===== config.mk =====
export PLATFORM = sky130hd
export DESIGN_NAME = adcseq_ctrl
export DESIGN_NICKNAME = d
export VERILOG_FILES = /design/src/rtl/adcseq_pkg.sv /design/src/rtl/adcseq_regs.sv /design/src/rtl/adcseq_sched.sv /design/src/rtl/adcseq_result.sv /design/src/rtl/adcseq_ctrl.sv
export SDC_FILE = /design/constraint.sdc
export NUM_CORES = 1
export LEC_CHECK = 0
export BUFFER_PORTS_ARGS = -buffer_cell sky130_fd_sc_hd__buf_2
export CAP_MARGIN = 20
export CORE_ASPECT_RATIO = 0.6
export CORE_MARGIN = 2
export CORE_UTILIZATION = 60
export CTS_CLUSTER_SIZE = 12
export DETAILED_ROUTE_END_ITERATION = 8
export PLACE_DENSITY_LB_ADDON = 0.12
export SYNTH_ARGS = -nofsm -noshare
export SYNTH_HDL_FRONTEND = slang
export SYNTH_HIERARCHICAL = 1
export SYNTH_SLANG_ARGS = --single-unit

===== constraint.sdc =====
create_clock -name clk -period 4.8 [get_ports clk]
set_clock_uncertainty 0.15 [all_clocks]
set_input_delay 0.24 -clock clk [delete_from_list [all_inputs] [get_ports clk]]
set_output_delay 0.24 -clock clk [all_outputs]
set_load 0.05 [all_outputs]

===== src/rtl/adcseq_pkg.sv =====
package adcseq_pkg;

  localparam int CH_W   = 4;
  localparam int FULL_W = 16;

  localparam logic [2:0] ADR_CTRL = 3'd0;
  localparam logic [2:0] ADR_SEQ  = 3'd1;
  localparam logic [2:0] ADR_XTRA = 3'd2;
  localparam logic [2:0] ADR_RLO  = 3'd3;
  localparam logic [2:0] ADR_RHI  = 3'd4;

  typedef enum logic [1:0] {
    START_NONE  = 2'b00,
    START_FREE  = 2'b01,
    START_TIMER = 2'b10,
    START_SOFT  = 2'b11
  } start_mode_e;

  // kept result width for a decimation code
  function automatic int unsigned eff_bits(input logic [1:0] rate);
    case (rate)
      2'b00:   return 7;
      2'b01:   return 9;
      2'b10:   return 10;
      default: return 12;
    endcase
  endfunction

  // first channel code of a sequence ending at end_code
  function automatic logic [CH_W-1:0] first_ch(input logic [CH_W-1:0] end_code);
    if (end_code <= 4'd7)       return '0;
    else if (end_code <= 4'd11) return 4'd8;
    else                        return end_code;
  endfunction

endpackage


===== src/rtl/adcseq_regs.sv =====
module adcseq_regs
  import adcseq_pkg::*;
#(
  parameter int ADDR_W = 3,
  parameter int DATA_W = 8
) (
  input  logic              clk,
  input  logic              rst,
  input  logic [ADDR_W-1:0] bus_addr,
  input  logic              bus_wr,
  input  logic [DATA_W-1:0] bus_wdata,
  input  logic              bus_rd,
  output logic [DATA_W-1:0] bus_rdata,
  input  logic              busy,
  input  logic              flag,
  input  logic [CH_W-1:0]   cur_ch,
  input  logic [DATA_W-1:0] res_hi,
  input  logic [DATA_W-1:0] res_lo,
  output start_mode_e       mode,
  output logic [CH_W-1:0]   seq_end,
  output logic [1:0]        seq_rate,
  output logic [1:0]        seq_ref,
  output logic [CH_W-1:0]   x_ch,
  output logic [1:0]        x_rate,
  output logic [1:0]        x_ref,
  output logic              go_req,
  output logic              x_trig,
  output logic              hi_read
);

  logic [DATA_W-1:0] seq_cfg_q, x_cfg_q;
  logic [DATA_W-1:0] rd_mux;
  logic              at_ctrl, at_seq, at_xtra;

  assign at_ctrl = (bus_addr == ADDR_W'(ADR_CTRL));
  assign at_seq  = (bus_addr == ADDR_W'(ADR_SEQ));
  assign at_xtra = (bus_addr == ADDR_W'(ADR_XTRA));

  always_ff @(posedge clk) begin
    if (rst) begin
      mode      <= START_NONE;
      seq_cfg_q <= '0;
      x_cfg_q   <= '0;
    end else if (bus_wr) begin
      if (at_ctrl) mode      <= start_mode_e'(bus_wdata[1:0]);
      if (at_seq)  seq_cfg_q <= bus_wdata;
      if (at_xtra) x_cfg_q   <= bus_wdata;
    end
  end

  assign seq_end  = seq_cfg_q[3:0];
  assign seq_rate = seq_cfg_q[5:4];
  assign seq_ref  = seq_cfg_q[7:6];
  assign x_ch     = x_cfg_q[3:0];
  assign x_rate   = x_cfg_q[5:4];
  assign x_ref    = x_cfg_q[7:6];

  assign go_req  = bus_wr && at_ctrl && bus_wdata[2] &&
                   (bus_wdata[1:0] == START_SOFT);
  assign x_trig  = bus_wr && at_xtra;
  assign hi_read = bus_rd && (bus_addr == ADDR_W'(ADR_RHI));

  always_comb begin
    rd_mux = '0;
    case (bus_addr)
      ADDR_W'(ADR_CTRL): rd_mux = {4'b0000, flag, busy, mode};
      ADDR_W'(ADR_SEQ):  rd_mux = {seq_cfg_q[7:4], cur_ch};
      ADDR_W'(ADR_XTRA): rd_mux = x_cfg_q;
      ADDR_W'(ADR_RLO):  rd_mux = res_lo;
      ADDR_W'(ADR_RHI):  rd_mux = res_hi;
      default:           rd_mux = '0;
    endcase
  end

  always_ff @(posedge clk) begin
    if (rst)         bus_rdata <= '0;
    else if (bus_rd) bus_rdata <= rd_mux;
  end


  lo_pad_chk: assert property (@(posedge clk) disable iff (rst)
    (bus_rd && bus_addr == ADDR_W'(ADR_RLO)) |=> (bus_rdata[1:0] == 2'b00));

endmodule


===== src/rtl/adcseq_sched.sv =====
module adcseq_sched
  import adcseq_pkg::*;
(
  input  logic            clk,
  input  logic            rst,
  input  start_mode_e     mode,
  input  logic [CH_W-1:0] seq_end,
  input  logic [1:0]      seq_rate,
  input  logic [1:0]      seq_ref,
  input  logic [CH_W-1:0] x_ch,
  input  logic [1:0]      x_rate,
  input  logic [1:0]      x_ref,
  input  logic            go_req,
  input  logic            x_trig,
  input  logic            tmr_evt,
  input  logic            cv_done,
  output logic            busy,
  output logic [CH_W-1:0] cur_ch,
  output logic            cap_en,
  output logic            cv_req,
  output logic [CH_W-1:0] cv_chan,
  output logic [1:0]      cv_ref,
  output logic [1:0]      cv_rate
);

  logic            seq_act, inflight, infl_x, x_pend, start;
  logic [CH_W-1:0] seq_last;

  always_comb begin
    start = 1'b0;
    if (!seq_act) begin
      case (mode)
        START_FREE:  start = 1'b1;
        START_TIMER: start = tmr_evt;
        default:     start = 1'b0;
      endcase
      if (go_req) start = 1'b1;
    end
  end

  always_ff @(posedge clk) begin
    if (rst) begin
      seq_act  <= 1'b0;
      inflight <= 1'b0;
      infl_x   <= 1'b0;
      x_pend   <= 1'b0;
      cur_ch   <= '0;
      seq_last <= '0;
      cv_req   <= 1'b0;
      cv_chan  <= '0;
      cv_ref   <= '0;
      cv_rate  <= '0;
    end else begin
      if (start) begin
        seq_act  <= 1'b1;
        seq_last <= seq_end;
        cur_ch   <= first_ch(seq_end);
      end
      if (!inflight) begin
        if (x_pend) begin
          inflight <= 1'b1;
          infl_x   <= 1'b1;
          x_pend   <= 1'b0;
          cv_req   <= 1'b1;
          cv_chan  <= x_ch;
          cv_rate  <= x_rate;
          cv_ref   <= x_ref;
        end else if (seq_act) begin
          inflight <= 1'b1;
          infl_x   <= 1'b0;
          cv_req   <= 1'b1;
          cv_chan  <= cur_ch;
          cv_rate  <= seq_rate;
          cv_ref   <= seq_ref;
        end
      end else if (cv_done) begin
        inflight <= 1'b0;
        cv_req   <= 1'b0;
        if (!infl_x) begin
          if (cur_ch == seq_last) seq_act <= 1'b0;
          else                    cur_ch  <= cur_ch + 1'b1;
        end
      end
      if (x_trig) x_pend <= 1'b1;
    end
  end

  assign busy   = seq_act;
  assign cap_en = inflight && cv_done;


  req_hold_chk: assert property (@(posedge clk) disable iff (rst)
    (cv_req && !cv_done) |=> (cv_req && $stable(cv_chan) &&
                              $stable(cv_rate) && $stable(cv_ref)));


  no_start_chk: assert property (@(posedge clk) disable iff (rst)
    (!seq_act && mode == START_NONE && !go_req) |=> !seq_act);


  chan_range_chk: assert property (@(posedge clk) disable iff (rst)
    seq_act |-> (cur_ch <= seq_last));

endmodule


===== src/rtl/adcseq_result.sv =====
module adcseq_result
  import adcseq_pkg::*;
#(
  parameter int RES_W  = 12,
  parameter int DATA_W = 8
) (
  input  logic              clk,
  input  logic              rst,
  input  logic              cap_en,
  input  logic [RES_W-1:0]  cv_result,
  input  logic [1:0]        rate,
  input  logic              hi_read,
  output logic [DATA_W-1:0] res_hi,
  output logic [DATA_W-1:0] res_lo,
  output logic              flag
);

  localparam int PAD_W = FULL_W - RES_W;

  logic [FULL_W-1:0] lj, keep, word;

  assign lj   = {cv_result, {PAD_W{1'b0}}};
  assign keep = ~({FULL_W{1'b1}} >> eff_bits(rate));
  assign word = lj & keep;

  always_ff @(posedge clk) begin
    if (rst) begin
      res_hi <= '0;
      res_lo <= '0;
      flag   <= 1'b0;
    end else begin
      if (cap_en) begin
        res_hi <= word[FULL_W-1 -: DATA_W];
        res_lo <= {word[DATA_W-1:2], 2'b00};
      end
      if (cap_en)       flag <= 1'b1;
      else if (hi_read) flag <= 1'b0;
    end
  end


  flag_set_chk: assert property (@(posedge clk) disable iff (rst)
    cap_en |=> flag);

endmodule


===== src/rtl/adcseq_ctrl.sv =====
module adcseq_ctrl
  import adcseq_pkg::*;
#(
  parameter int ADDR_W = 3,
  parameter int DATA_W = 8,
  parameter int RES_W  = 12
) (
  input  logic              clk,
  input  logic              rst,
  input  logic [ADDR_W-1:0] bus_addr,
  input  logic              bus_wr,
  input  logic [DATA_W-1:0] bus_wdata,
  input  logic              bus_rd,
  output logic [DATA_W-1:0] bus_rdata,
  input  logic              tmr_evt,
  output logic              cv_req,
  output logic [CH_W-1:0]   cv_chan,
  output logic [1:0]        cv_ref,
  output logic [1:0]        cv_rate,
  input  logic              cv_done,
  input  logic [RES_W-1:0]  cv_result
);

  start_mode_e       mode;
  logic [CH_W-1:0]   seq_end, x_ch, cur_ch;
  logic [1:0]        seq_rate, seq_ref, x_rate, x_ref;
  logic              go_req, x_trig, hi_read, busy, flag, cap_en;
  logic [DATA_W-1:0] res_hi, res_lo;

  adcseq_regs #(.ADDR_W(ADDR_W), .DATA_W(DATA_W)) u_regs (
    .clk(clk), .rst(rst),
    .bus_addr(bus_addr), .bus_wr(bus_wr), .bus_wdata(bus_wdata),
    .bus_rd(bus_rd), .bus_rdata(bus_rdata),
    .busy(busy), .flag(flag), .cur_ch(cur_ch),
    .res_hi(res_hi), .res_lo(res_lo),
    .mode(mode), .seq_end(seq_end), .seq_rate(seq_rate), .seq_ref(seq_ref),
    .x_ch(x_ch), .x_rate(x_rate), .x_ref(x_ref),
    .go_req(go_req), .x_trig(x_trig), .hi_read(hi_read)
  );

  adcseq_sched u_sched (
    .clk(clk), .rst(rst), .mode(mode),
    .seq_end(seq_end), .seq_rate(seq_rate), .seq_ref(seq_ref),
    .x_ch(x_ch), .x_rate(x_rate), .x_ref(x_ref),
    .go_req(go_req), .x_trig(x_trig), .tmr_evt(tmr_evt), .cv_done(cv_done),
    .busy(busy), .cur_ch(cur_ch), .cap_en(cap_en),
    .cv_req(cv_req), .cv_chan(cv_chan), .cv_ref(cv_ref), .cv_rate(cv_rate)
  );

  adcseq_result #(.RES_W(RES_W), .DATA_W(DATA_W)) u_result (
    .clk(clk), .rst(rst), .cap_en(cap_en), .cv_result(cv_result),
    .rate(cv_rate), .hi_read(hi_read),
    .res_hi(res_hi), .res_lo(res_lo), .flag(flag)
  );

endmodule


==> impl_metrics.toml <==
[place]
dp_hpwl_um = 4890
place.port_buffers = 45
place_inst = 411
gp_congestion = 0.853

[global_route]
overflow = 0
antenna_found_initial = 0
grt_max_degree = 53
grt_pass1_vias = 2364
gr-usage-all-layers_pct = 28.1
grt_pass1_wl_um = 11700

[routing]
post_drt_wl_per_cell_um = 16.5
wl_um = 7230
via_count = 2531
drt_iter0_markers = 247
dr.pass1.iters = 4
route.detailed.drc = 0
antenna_left = 0
vias_per_cell = 5.79

[setup_path]
cp_num_buf_inv = 1
crit_fanout = 29
crit_arrival_ps = 2160
crit_slowest_cell = "nor4b_2"
path_cells = "buf_2 -> nor4b_2 -> and4_1 -> nor2b_1 -> a21o_1 -> nand4_1 -> a311oi_2"
critPathTopFamily = "simple AND/OR/NAND/NOR gates"
max_stage_delay_ps = 480
required_ps = 4910
crit_type = "input pin to flip-flop"
rrSetupSlack_ps = 2890
end_kind = "flip-flop"
worstSetupStartpointType = "input pin"

[sta]
fin_crit_ps = 2050
slew_headroom_pct = 32.2
finalSetupViolations = 0
finalHoldViolCount = 0
timing.fmax_mhz = 487
rsz0062_at_grt = "false"
finalSetupTns_ps = 0
period_share_pct = 42.7
finalMaxSlewViolations = 0
tightest_slew_ps = 1020

[clocking]
post-cts-setup-buffer-count = 0
cts_tree = "done"
clockBufferDepth = 2
clkTransAtPathRegs_ps = 80
htreeDepth = 3
cts_root_buf = "clkbuf_8"
clock_latency_ps = 350
clock_sinks = 60
numCtsBuffers = 9
cts_hold_buf = 10
cts_resized = 0

[pwr]
powerDensity_mw_per_mm2 = 325
max-vdd-ir-drop_mv = 0.239
p_leak_nw = 1.31

[synthesis]
ys_warn_count = 6
ys_top_cells_by_area = "dfxtp_1 40%, mux2i_1 11%, nor2_1 5.0%"
avgSynthCellArea_um2 = 9.24
synth.cell_area_mm2 = 0.00299
async_reset_ff_share_pct = 0
synth_top_area_share_pct = 40.1
synth-simple-area-share_pct = 22.5
synth_top_family_by_area = "simple AND/OR/NAND/NOR gates"
synth_compound_area_share_pct = 16.0
synth_fa_ha_area_share_pct = 2.51
synth-edff-count = 0
synthTopCellsByCount = "60 x dfxtp_1, 40 x nor2_1, 34 x mux2i_1, 22 x nand2_1, 20 x a21oi_1"
yosysSeqAreaShare_pct = 40.1
yosysTopAreaCell = "dfxtp_1"
synth_cells = 324
synth_xor_area_share_pct = 1.17
muxShareOfSynthArea_pct = 11.4
synth_most_common_cell = "dfxtp_1"
synth_flop_cell = "dfxtp_1"
ys_ff_latch = 60
synth.distinct_cells = 50

[floorplan]
io_pins = 46
start_util_pct = 63.9
fp.dieH_um = 58.7
core_area_mm2 = 0.00468
dieWidth_um = 95.2
die_area_mm2 = 0.00559
rows = 19

[outcome]
status = "finished, final reports clean"

[min_path]
min_path_type = "input pin to flip-flop"

[cells_and_area]
area_delta_synth_final_pct = 17.0
stdcell_count = 437
layout.nets = 404
diodes = 0
drive_gt1_share_pct = 21.1

[flow_run]
max-cap-violations = 0
## flip-flops by register name, summed over array words and instances (netlist names), 4 cells and up
| register | count |
|---|---|
| u_sched/seq_last | 4 |
| u_sched/cur_ch | 4 |
| u_sched/cv_chan | 4 |
| u_result/res_hi | 8 |
| u_regs/x_cfg_q | 8 |
| u_regs/bus_rdata | 8 |
| u_result/res_lo | 4 |
| u_regs/seq_cfg_q | 8 |
## worst register-to-register path, stage by stage, from the launching register on
cell and delay [ps]:
dfxtp_1 400, inv_1 60, ha_1 320, nor2_1 200, a21o_1 270, nand4_1 140, a311oi_2 270
## metrics by stage
stage | util [%] | hold WS [ps] | setup slack, ps | power (mW) | instance area (um2)
after floorplan | - | 159 | 2810 | 0.605 | 3010
after global placement | 67.8 | 294 | 2560 | 0.627 | 3170
after detailed placement | 67.9 | 298 | 2500 | 0.630 | 3180
after CTS | 74.8 | 1.76 | 2800 | 1.15 | 3500
after global routing | 74.8 | 12.4 | 2590 | 1.18 | 3500
final | 74.8 | 13.5 | 2750 | 1.14 | 3500
## logic make-up (layout without fill, tap and decap cells)
kind of cell / Yosys count / in the layout
buf+inv: 33 / 80
fa+ha+maj: 6 / 6
compound gates: 63 / 63
other cells: 1 / 4
simple gates: 123 / 123
mux: 34 / 34
xor+xnor: 4 / 4
flops: 60 / 60
## cell type report
type                    instances  area (um2)
clock inverters                 7         100
inverters                       7        31.3
multi-input cells             234        1630
fillers                       366        1180
repair buffers                 57         340
flip-flops and latches         60        1200
clock buffers                   9         124
well taps                      63        78.8
## power by group
part           leakage [nW]  internal, mW  switching [mW]  total (mW)
logic                 0.710        0.0413          0.0685       0.110
clock network         0.114         0.295           0.217       0.513
registers             0.486         0.508         0.00877       0.517
## per-layer routing
metal  up-vias  wire (um)  track usage (%)
met2       100       3010             40.5
li1       1240          -                -
met1      1182       3550             40.3
met3         9        597             9.86
met5         -          0                0
met4         0         73             7.04
## path summary, 6_finish.rpt
path,from,endpoint,depth (start not counted)
max,bus_addr[2],u_sched/cur_ch[1],7
min,bus_wdata[6],u_regs/x_cfg_q[6],3
max reg2reg,u_regs/mode[0],u_sched/cur_ch[1],6
min reg2reg,u_sched/cv_req,u_sched/cv_req,1
## layout by cell type (no fill, tap or decap), types with 3 or more instances in the layout
| cell | n |
|---|---|
| nand2b_1 | 3 |
| buf_2 | 45 |
| xnor2_1 | 4 |
| inv_1 | 6 |
| nand4_1 | 3 |
| mux2i_1 | 34 |
| o211ai_1 | 8 |
| a21oi_1 | 20 |
| nor2b_1 | 3 |
| nand3b_1 | 15 |
| dfxtp_1 | 60 |
| or2_2 | 4 |
| conb_1 | 4 |
| nand3_1 | 13 |
| nor2_1 | 40 |
| a31oi_1 | 3 |
| o211a_1 | 4 |
| o221a_1 | 4 |
| clkbuf_8 | 9 |
| nand4b_1 | 7 |
| a211oi_1 | 8 |
| clkinv_4 | 3 |
| nand2_1 | 22 |
| dlygate4sd3_1 | 10 |
| ha_1 | 6 |
Power figures use the tool's default switching activity.
